$ cat config.mk
export PLATFORM = sky130hd
export DESIGN_NAME = wake_reset_log
export DESIGN_NICKNAME = d
export VERILOG_FILES = /design/src/rtl/rwlog_pkg.sv /design/src/rtl/cause_arbiter.sv /design/src/rtl/reset_cause_reg.sv /design/src/rtl/wake_status_reg.sv /design/src/rtl/bus_regs.sv /design/src/rtl/wake_reset_log.sv
export SDC_FILE = /design/constraint.sdc
export NUM_CORES = 1
export LEC_CHECK = 0
export ABC_CLOCK_PERIOD_IN_PS = 2220
export BUFFER_PORTS_ARGS = -buffer_cell sky130_fd_sc_hd__buf_2
export CORE_MARGIN = 3
export CORE_UTILIZATION = 46
export CTS_CLUSTER_DIAMETER = 60
export DETAILED_ROUTE_END_ITERATION = 8
export GPL_ROUTABILITY_DRIVEN = 0
export PLACE_DENSITY = 0.71
export SLEW_MARGIN = 0
export SYNTH_ARGS = -nofsm -noshare
export SYNTH_HDL_FRONTEND = slang
export SYNTH_HIERARCHICAL = 1
export SYNTH_SLANG_ARGS = --single-unit
export TNS_END_PERCENT = 1
$ cat constraint.sdc
create_clock -name clk -period 2.22 [get_ports clk]
set_input_delay 0.444 -clock clk [delete_from_list [all_inputs] [get_ports clk]]
set_output_delay 0.444 -clock clk [all_outputs]
set_load 0.05 [all_outputs]
$ cat src/rtl/rwlog_pkg.sv
package rwlog_pkg;
  localparam int NUM_CAUSE = 5;
  localparam int NUM_WSRC  = 4;
  localparam logic [1:0] BATT_CFG = 2'b01;

  // Bit positions of the causes, listed from highest to lowest priority.
  function automatic int cause_pos(input int idx);
    case (idx)
      0:       return 0;
      1:       return 2;
      2:       return 3;
      3:       return 4;
      default: return 5;
    endcase
  endfunction

  // Bit positions of the wakeup sources: eint, alarm, tick, batt.
  function automatic int wsrc_pos(input int idx);
    case (idx)
      0:       return 0;
      1:       return 1;
      2:       return 4;
      default: return 5;
    endcase
  endfunction
endpackage

$ cat src/rtl/cause_arbiter.sv
module cause_arbiter #(
  parameter int N = 5
) (
  input  logic [N-1:0] evt,
  output logic [N-1:0] win,
  output logic         any
);
  // Index 0 has the highest priority.
  for (genvar i = 0; i < N; i++) begin : g_pri
    if (i == 0) begin : g_top
      assign win[i] = evt[i];
    end else begin : g_low
      assign win[i] = evt[i] & ~(|evt[i-1:0]);
    end
  end
  assign any = |evt;
endmodule

$ cat src/rtl/reset_cause_reg.sv
module reset_cause_reg
  import rwlog_pkg::*;
#(
  parameter int DATA_W = 32
) (
  input  logic                 clk,
  input  logic                 rst,
  input  logic [NUM_CAUSE-1:0] win,
  input  logic                 any,
  output logic [DATA_W-1:0]    cause_q
);
  logic [DATA_W-1:0] next_val;

  always_comb begin
    next_val = '0;
    for (int i = 0; i < NUM_CAUSE; i++) begin
      next_val[cause_pos(i)] = win[i];
    end
  end

  always_ff @(posedge clk) begin
    if (rst) begin
      cause_q <= DATA_W'(1);
    end else if (any) begin
      cause_q <= next_val;
    end
  end
endmodule

$ cat src/rtl/wake_status_reg.sv
module wake_status_reg
  import rwlog_pkg::*;
#(
  parameter int DATA_W = 32
) (
  input  logic                clk,
  input  logic                rst,
  input  logic                wake_evt,
  input  logic [NUM_WSRC-1:0] src,
  input  logic [1:0]          pwr_cfg,
  input  logic                clr_en,
  input  logic [DATA_W-1:0]   clr_mask,
  output logic [DATA_W-1:0]   wake_q
);
  logic [NUM_WSRC-1:0] gated;
  logic [DATA_W-1:0]   set_vec;
  logic [DATA_W-1:0]   clr_vec;

  for (genvar i = 0; i < NUM_WSRC; i++) begin : g_gate
    if (i == NUM_WSRC - 1) begin : g_batt
      assign gated[i] = wake_evt & src[i] & (pwr_cfg == BATT_CFG);
    end else begin : g_plain
      assign gated[i] = wake_evt & src[i];
    end
  end

  always_comb begin
    set_vec = '0;
    for (int i = 0; i < NUM_WSRC; i++) begin
      set_vec[wsrc_pos(i)] = gated[i];
    end
    clr_vec = clr_en ? clr_mask : '0;
  end

  // A set wins over a clear in the same cycle.
  always_ff @(posedge clk) begin
    if (rst) begin
      wake_q <= '0;
    end else begin
      wake_q <= (wake_q & ~clr_vec) | set_vec;
    end
  end
endmodule

$ cat src/rtl/bus_regs.sv
module bus_regs #(
  parameter int DATA_W = 32,
  parameter int ADDR_W = 4
) (
  input  logic              clk,
  input  logic              rst,
  input  logic              bus_sel,
  input  logic              bus_wr,
  input  logic [ADDR_W-1:0] bus_addr,
  input  logic [DATA_W-1:0] cause_q,
  input  logic [DATA_W-1:0] wake_q,
  output logic              clr_en,
  output logic [DATA_W-1:0] bus_rdata
);
  localparam logic [ADDR_W-1:0] OFF_CAUSE = ADDR_W'(0);
  localparam logic [ADDR_W-1:0] OFF_WAKE  = ADDR_W'(4);

  logic rd_en;
  logic [DATA_W-1:0] rd_mux;

  assign rd_en  = bus_sel & ~bus_wr;
  assign clr_en = bus_sel & bus_wr & (bus_addr == OFF_WAKE);

  always_comb begin
    if (bus_addr == OFF_CAUSE)     rd_mux = cause_q;
    else if (bus_addr == OFF_WAKE) rd_mux = wake_q;
    else                           rd_mux = '0;
  end

  always_ff @(posedge clk) begin
    if (rst) begin
      bus_rdata <= '0;
    end else if (rd_en) begin
      bus_rdata <= rd_mux;
    end
  end
endmodule

$ cat src/rtl/wake_reset_log.sv
module wake_reset_log
  import rwlog_pkg::*;
#(
  parameter int DATA_W = 32,
  parameter int ADDR_W = 4
) (
  input  logic              clk,
  input  logic              rst,
  input  logic              rst_pin_evt,
  input  logic              wdog_evt,
  input  logic              sleep_wake_evt,
  input  logic              dstop_wake_evt,
  input  logic              soft_rst_evt,
  input  logic              wake_evt,
  input  logic              src_eint,
  input  logic              src_alarm,
  input  logic              src_tick,
  input  logic              src_batt,
  input  logic [1:0]        pwr_cfg,
  input  logic              bus_sel,
  input  logic              bus_wr,
  input  logic [ADDR_W-1:0] bus_addr,
  input  logic [DATA_W-1:0] bus_wdata,
  output logic [DATA_W-1:0] bus_rdata
);
  logic [NUM_CAUSE-1:0] evt_vec;
  logic [NUM_CAUSE-1:0] win_vec;
  logic                 evt_any;
  logic [DATA_W-1:0]    cause_q;
  logic [DATA_W-1:0]    wake_q;
  logic                 clr_en;

  assign evt_vec = {soft_rst_evt, dstop_wake_evt, sleep_wake_evt, wdog_evt, rst_pin_evt};

  cause_arbiter #(.N(NUM_CAUSE)) u_arb (
    .evt (evt_vec),
    .win (win_vec),
    .any (evt_any)
  );

  reset_cause_reg #(.DATA_W(DATA_W)) u_cause (
    .clk     (clk),
    .rst     (rst),
    .win     (win_vec),
    .any     (evt_any),
    .cause_q (cause_q)
  );

  wake_status_reg #(.DATA_W(DATA_W)) u_wake (
    .clk      (clk),
    .rst      (rst),
    .wake_evt (wake_evt),
    .src      ({src_batt, src_tick, src_alarm, src_eint}),
    .pwr_cfg  (pwr_cfg),
    .clr_en   (clr_en),
    .clr_mask (bus_wdata),
    .wake_q   (wake_q)
  );

  bus_regs #(.DATA_W(DATA_W), .ADDR_W(ADDR_W)) u_bus (
    .clk       (clk),
    .rst       (rst),
    .bus_sel   (bus_sel),
    .bus_wr    (bus_wr),
    .bus_addr  (bus_addr),
    .cause_q   (cause_q),
    .wake_q    (wake_q),
    .clr_en    (clr_en),
    .bus_rdata (bus_rdata)
  );
endmodule

Word-level counts from Yosys, hierarchy flattened
Index checks and enable logic that the tools add are counted.

storage, ports and cells
  register bits after elaboration = 69
  output and inout bits = 32
  word-level logic and storage cells = 33

operators by class
  equality and inequality tests = 2
  multiplexer cells = 3
  bitwise gates (word level) = 20
  reductions and logical operators = 5

operators with widths
  operator                                        number
  2-to-1 mux 32 bit                               3
  bitwise AND 32 bit                              1
  NOT 32 bit                                      1
  OR 32 x 6 -> 32 bit                             1
  bitwise AND 1 bit                               12
  NOT 1 bit                                       5
  OR reduction 5 bit                              1
  == test 4 x 3 -> 1 bit (second input constant)  1
  zero test 4 bit                                 1
  OR reduction 4 bit                              1
  OR reduction 3 bit                              1
  == test 2 x 1 -> 1 bit (second input constant)  1
  OR reduction 2 bit                              1

Logic depth before layout (Yosys ltp)
  depth in word-level cells = 6
  gate-level depth with buffers = 7

Modules after synthesis
Netlist, hierarchy kept.

modules (own cells, without submodules)
  module           times used  cells an instance  area each (µm²)
  bus_regs         1           147                1601.5
  wake_status_reg  1           106                1072.3
  reset_cause_reg  1           44                 390.4
  cause_arbiter    1           7                  55.1

Least setup slack after synthesis
No wires, ideal clock.

  kind = input to register
  start = input bus_addr[2]
  end = register u_wake.wake_q[10]
  arrival = 1466 ps
  path slack = 629 ps
  stages = 6
  cells stage by stage = buf_2 -> buf_2 -> nand3_1 -> nor2_1 -> buf_2 -> a211oi_1

on the way
  cells in the longest elaborated chain, start to end = 6

ends and longest elaborated chain
  item                    RTL line               RTL
  start, declared         wake_reset_log.sv:22   input logic [ADDR_W-1:0] bus_addr,
  == test 4 x 3 -> 1 bit  bus_regs.sv:22         assign clr_en = bus_sel & bus_wr & (bus_addr == OFF_WAKE);
  bitwise AND 1 bit       bus_regs.sv:22
  named net clr_en        wake_reset_log.sv:31   logic clr_en;
  2-to-1 mux 32 bit       wake_status_reg.sv:32  clr_vec = clr_en ? clr_mask : '0;
  NOT 32 bit              wake_status_reg.sv:40  wake_q <= (wake_q & ~clr_vec) | set_vec;
  bitwise AND 32 bit      wake_status_reg.sv:40
  OR 32 x 6 -> 32 bit     wake_status_reg.sv:40
  end signal, assigned    wake_status_reg.sv:40
  end, declared           wake_status_reg.sv:13  output logic [DATA_W-1:0] wake_q

The timed path passes the listed nets, and every way through them passes these cells.
A chain may end at the register's enable or synchronous reset.

Worst setup path in the final report
  start = register u_bus.bus_rdata[8]
  end = output bus_rdata[8]

RTL lines
  item                    RTL line              RTL
  start, declared         bus_regs.sv:13        output logic [DATA_W-1:0] bus_rdata
  start signal, assigned  bus_regs.sv:34        bus_rdata <= rd_mux;
  end, declared           wake_reset_log.sv:24  output logic [DATA_W-1:0] bus_rdata

No word-level cell between the ends.

==> metrics.md <==
| Metric | Value |
|---|---|
| Reg2Reg Setup Slack | about 1.5 ns |
| HPWL Detailed | 4.50 mm |
| GRT Util Overall | between 10% and 20% |
| CTS tree | yes |
| Worst-margin pin slew | between 0.5 and 0.6 ns |
| Area after DPL | around 3400 um2 |
| I/O pins | 84 |
| Crit path largest cell delay | about 0.36 ns |
| First-pass GRT wire length | between 10 and 15 mm |
| Die Ht | a little under 90 um |
| Clock skew | slightly above 0.005 ns |
| Critical path depth in cells | 1 |
| Sequential area share after synthesis | 44.3% |
| Setup violators final | 0 |
| CTS clk-pin slew, worst paths | about 0.07 ns |
| Worst path arrival time | slightly below 1 ns |
| CP top delay family | flip-flops |
| Synthesized area | 3120 um2 |
| Synth cell types | 26 |
| Hold Fails Final Rpt | 0 |
| DRC viols | 0 |
| Antenna-violating nets left | 0 |
| Unrepaired setup endpoints after global routing | no |
| CP Max Fanout | 2 |
| Syn Area/Cell | 10.3 um2 |
| R2R Path End | u_cause/cause_q[0] |
| Internal power | 1870 uW |
| Fill cells | between 600 and 700 |
| Layout cells sized above 1 | a little under two fifths |
| FF+latch count, synth | 69 |
| Worst setup margin | about 0.8 ns |
| Sequential share of power | 49.7% |
| EDFF count, synth | 0 |
| Max Freq | approximately 710 MHz |
| Number of global-route vias before repair | roughly 2200 |
| Largest net degree at the start of global routing | 35 |
| Area delta synth->final | 15.9% |
| Total net switching power | approximately 740 uW |
| Crit path to | bus_rdata[8] |
| GRT overflow | 0 |
| Die X | approximately 90 um |
| Combinational power share | between 15 and 20% |
| Worst-skew pair later-pin latency | between 0.3 and 0.4 ns |
| Drt wl/cell | 13.9 um |
| Drt initial violations | 92 |
| TritonCTS Buffers | 9 |
| Starting density of the core | between 40% and 50% |
| Main synth FF type | dfxtp_1 |
| FF-to-FF path depth | 2 |
| NumNets Final | about 430 |
| Mapped Cells | 304 |
| Crit path cell chain | buf_2 |
| Worst-case clock buffer depth | 2 |
| Sw Ratio | approximately 28% |
| Clock Sinks | 69 |
| Async SR Flop Fraction | 0% |
| Setup TNS | 0 ns |
| Period utilisation layout | 63.7% |
| Area leader, netlist | dfxtp_1 |
| Min cycle time layout | about 1.4 ns |
| Pleak | approximately 0.0015 uW |
| Largest cells by area after synthesis | dfxtp_1 44%, a211oi_2 12%, mux2i_1 12% |
| Antenna violations before repair | 0 |
| Antenna cell count | 0 |
| Layout Cell Area excl Fill | 3610 um2 |
| Reg-to-Reg Start | u_cause/cause_q[0] |
| Port buffer count | 83 |
| Synth warnings | 6 |
| Htree depth | 3 |
| CTS resizes | 0 |
| TritonRoute pass-1 iters | 6 |
| Critical path type | reg2out |
| Element type at the critical path end | primary output |
| Max-slew headroom | 62.6% |
| Peak supply drop | about 0.37 mV |
| Root buffer cell | clkbuf_8 |
| Worst hold path type | in2reg |
| Cts hold-fix bufs | 0 |
| Critical Path Source | u_bus/bus_rdata[8] |
| Total of max-cap violations | 0 |
| Status | complete, no violations |
| Post-Route WL | between 6 and 7 mm |
| Crit path buf inv count | 1 |
| Worst EP required | between 1.5 and 2 ns |
| Top cell type's share of synthesized area | 44.3% |
| Row count | 29 |
| Placeable Area | approximately 6500 um2 |
| Power Density | about 720 nW/um2 |
| Slowest library cell on the worst path | dfxtp_1 |
| Worst setup SP type | flip-flop |
| Max Slew Vio Count | 0 |
| Clk pwr share | 35.2% |
| Post-CTS Setup Inserts | 0 |
| Pre-CTS setup slack | roughly 0.54 ns |
| Vias per inst | roughly 4.9 |
| Vias | roughly 2300 |
| Die footprint | roughly 7800 um2 |
## power by group through the flow
stage | Combinational (uW) | Sequential, uW | Clock, uW
CTS | 396 | 1300 | 934
detailed placement | 394 | 1330 | 0
floorplan | 214 | 1430 | 0
global placement | 389 | 1320 | 0
global route | 424 | 1300 | 985
finish | 393 | 1300 | 917
## per-stage QoR
| step | total power (uW) | instances | utilization, % | hold slack, ns |
|---|---|---|---|---|
| finish | 2610 | 463 | 56.0 | 0.281 |
| detailed placement | 1720 | 447 | 53.2 | 0.420 |
| global placement | 1710 | 447 | 53.2 | 0.417 |
| global route | 2710 | 463 | 56.0 | 0.275 |
| floorplan | 1650 | 330 | - | 0.409 |
| CTS | 2630 | 463 | 56.0 | 0.271 |
## per-layer routing
metal	share of wire (%)	up-vias	global-route usage (%)
li1	-	1153	-
met1	48	1043	22.1
met2	46	54	27.9
met3	4.6	11	3.54
met4	1.8	0	8.65
met5	0	-	0
## logic make-up after synthesis
family	share of synthesized area, %
other	0.120
buffers and inverters	14.5
and+or+nand+nor	7.62
AOI/OAI and AO/OA	21.9
DFF	44.3
muxes	11.6
## registers in the layout (all words and copies together), names as in the netlist
register         count
u_cause/cause_q      5
u_bus/bus_rdata     32
u_wake/wake_q       32
## worst min path at each step
stage / from / endpoint / slack (ns) / cells past startpoint
after floorplan: u_wake/wake_q[30] / u_wake/wake_q[30] / 0.41 / 2
after global placement: u_wake/wake_q[30] / u_wake/wake_q[30] / 0.42 / 2
after detailed placement: u_wake/wake_q[30] / u_wake/wake_q[30] / 0.42 / 2
after CTS: bus_wdata[6] / u_wake/wake_q[6] / 0.27 / 2
after global routing: bus_wdata[7] / u_wake/wake_q[7] / 0.27 / 2
final: bus_wdata[6] / u_wake/wake_q[6] / 0.28 / 2
## layout by cell type (no fill, tap or decap), types with 2 or more instances in the layout
cell,netlist,routed
a211oi_1,30,30
a211oi_2,30,30
a21bo_1,2,2
a21bo_2,2,2
a21oi_1,4,4
buf_2,16,83
buf_4,28,6
clkbuf_8,0,11
clkinv_2,0,3
conb_1,1,27
dfxtp_1,69,69
inv_1,28,28
mux2i_1,36,36
nand2_1,3,3
nor2_1,37,36
## cell usage after synthesis (2+ instances only)
| cell | instances |
|---|---|
| a211oi_1 | 30 |
| a211oi_2 | 30 |
| a21bo_1 | 2 |
| a21bo_2 | 2 |
| a21oi_1 | 4 |
| buf_2 | 16 |
| buf_4 | 28 |
| buf_6 | 5 |
| dfxtp_1 | 69 |
| inv_1 | 28 |
| mux2i_1 | 36 |
| nand2_1 | 3 |
| nor2_1 | 37 |
| nor2b_1 | 2 |
## final cells by class
type	instances	area (um2)	area share, %
clock buffers	12	155	4.29
well taps	77	96.3	2.67
inverters	28	105	2.91
flip-flops and latches	69	1380	38.2
clock inverters	4	22.5	0.623
multi-input cells	184	1390	38.6
repair buffers	89	460	12.7
(Power assumes the default switching activity.)
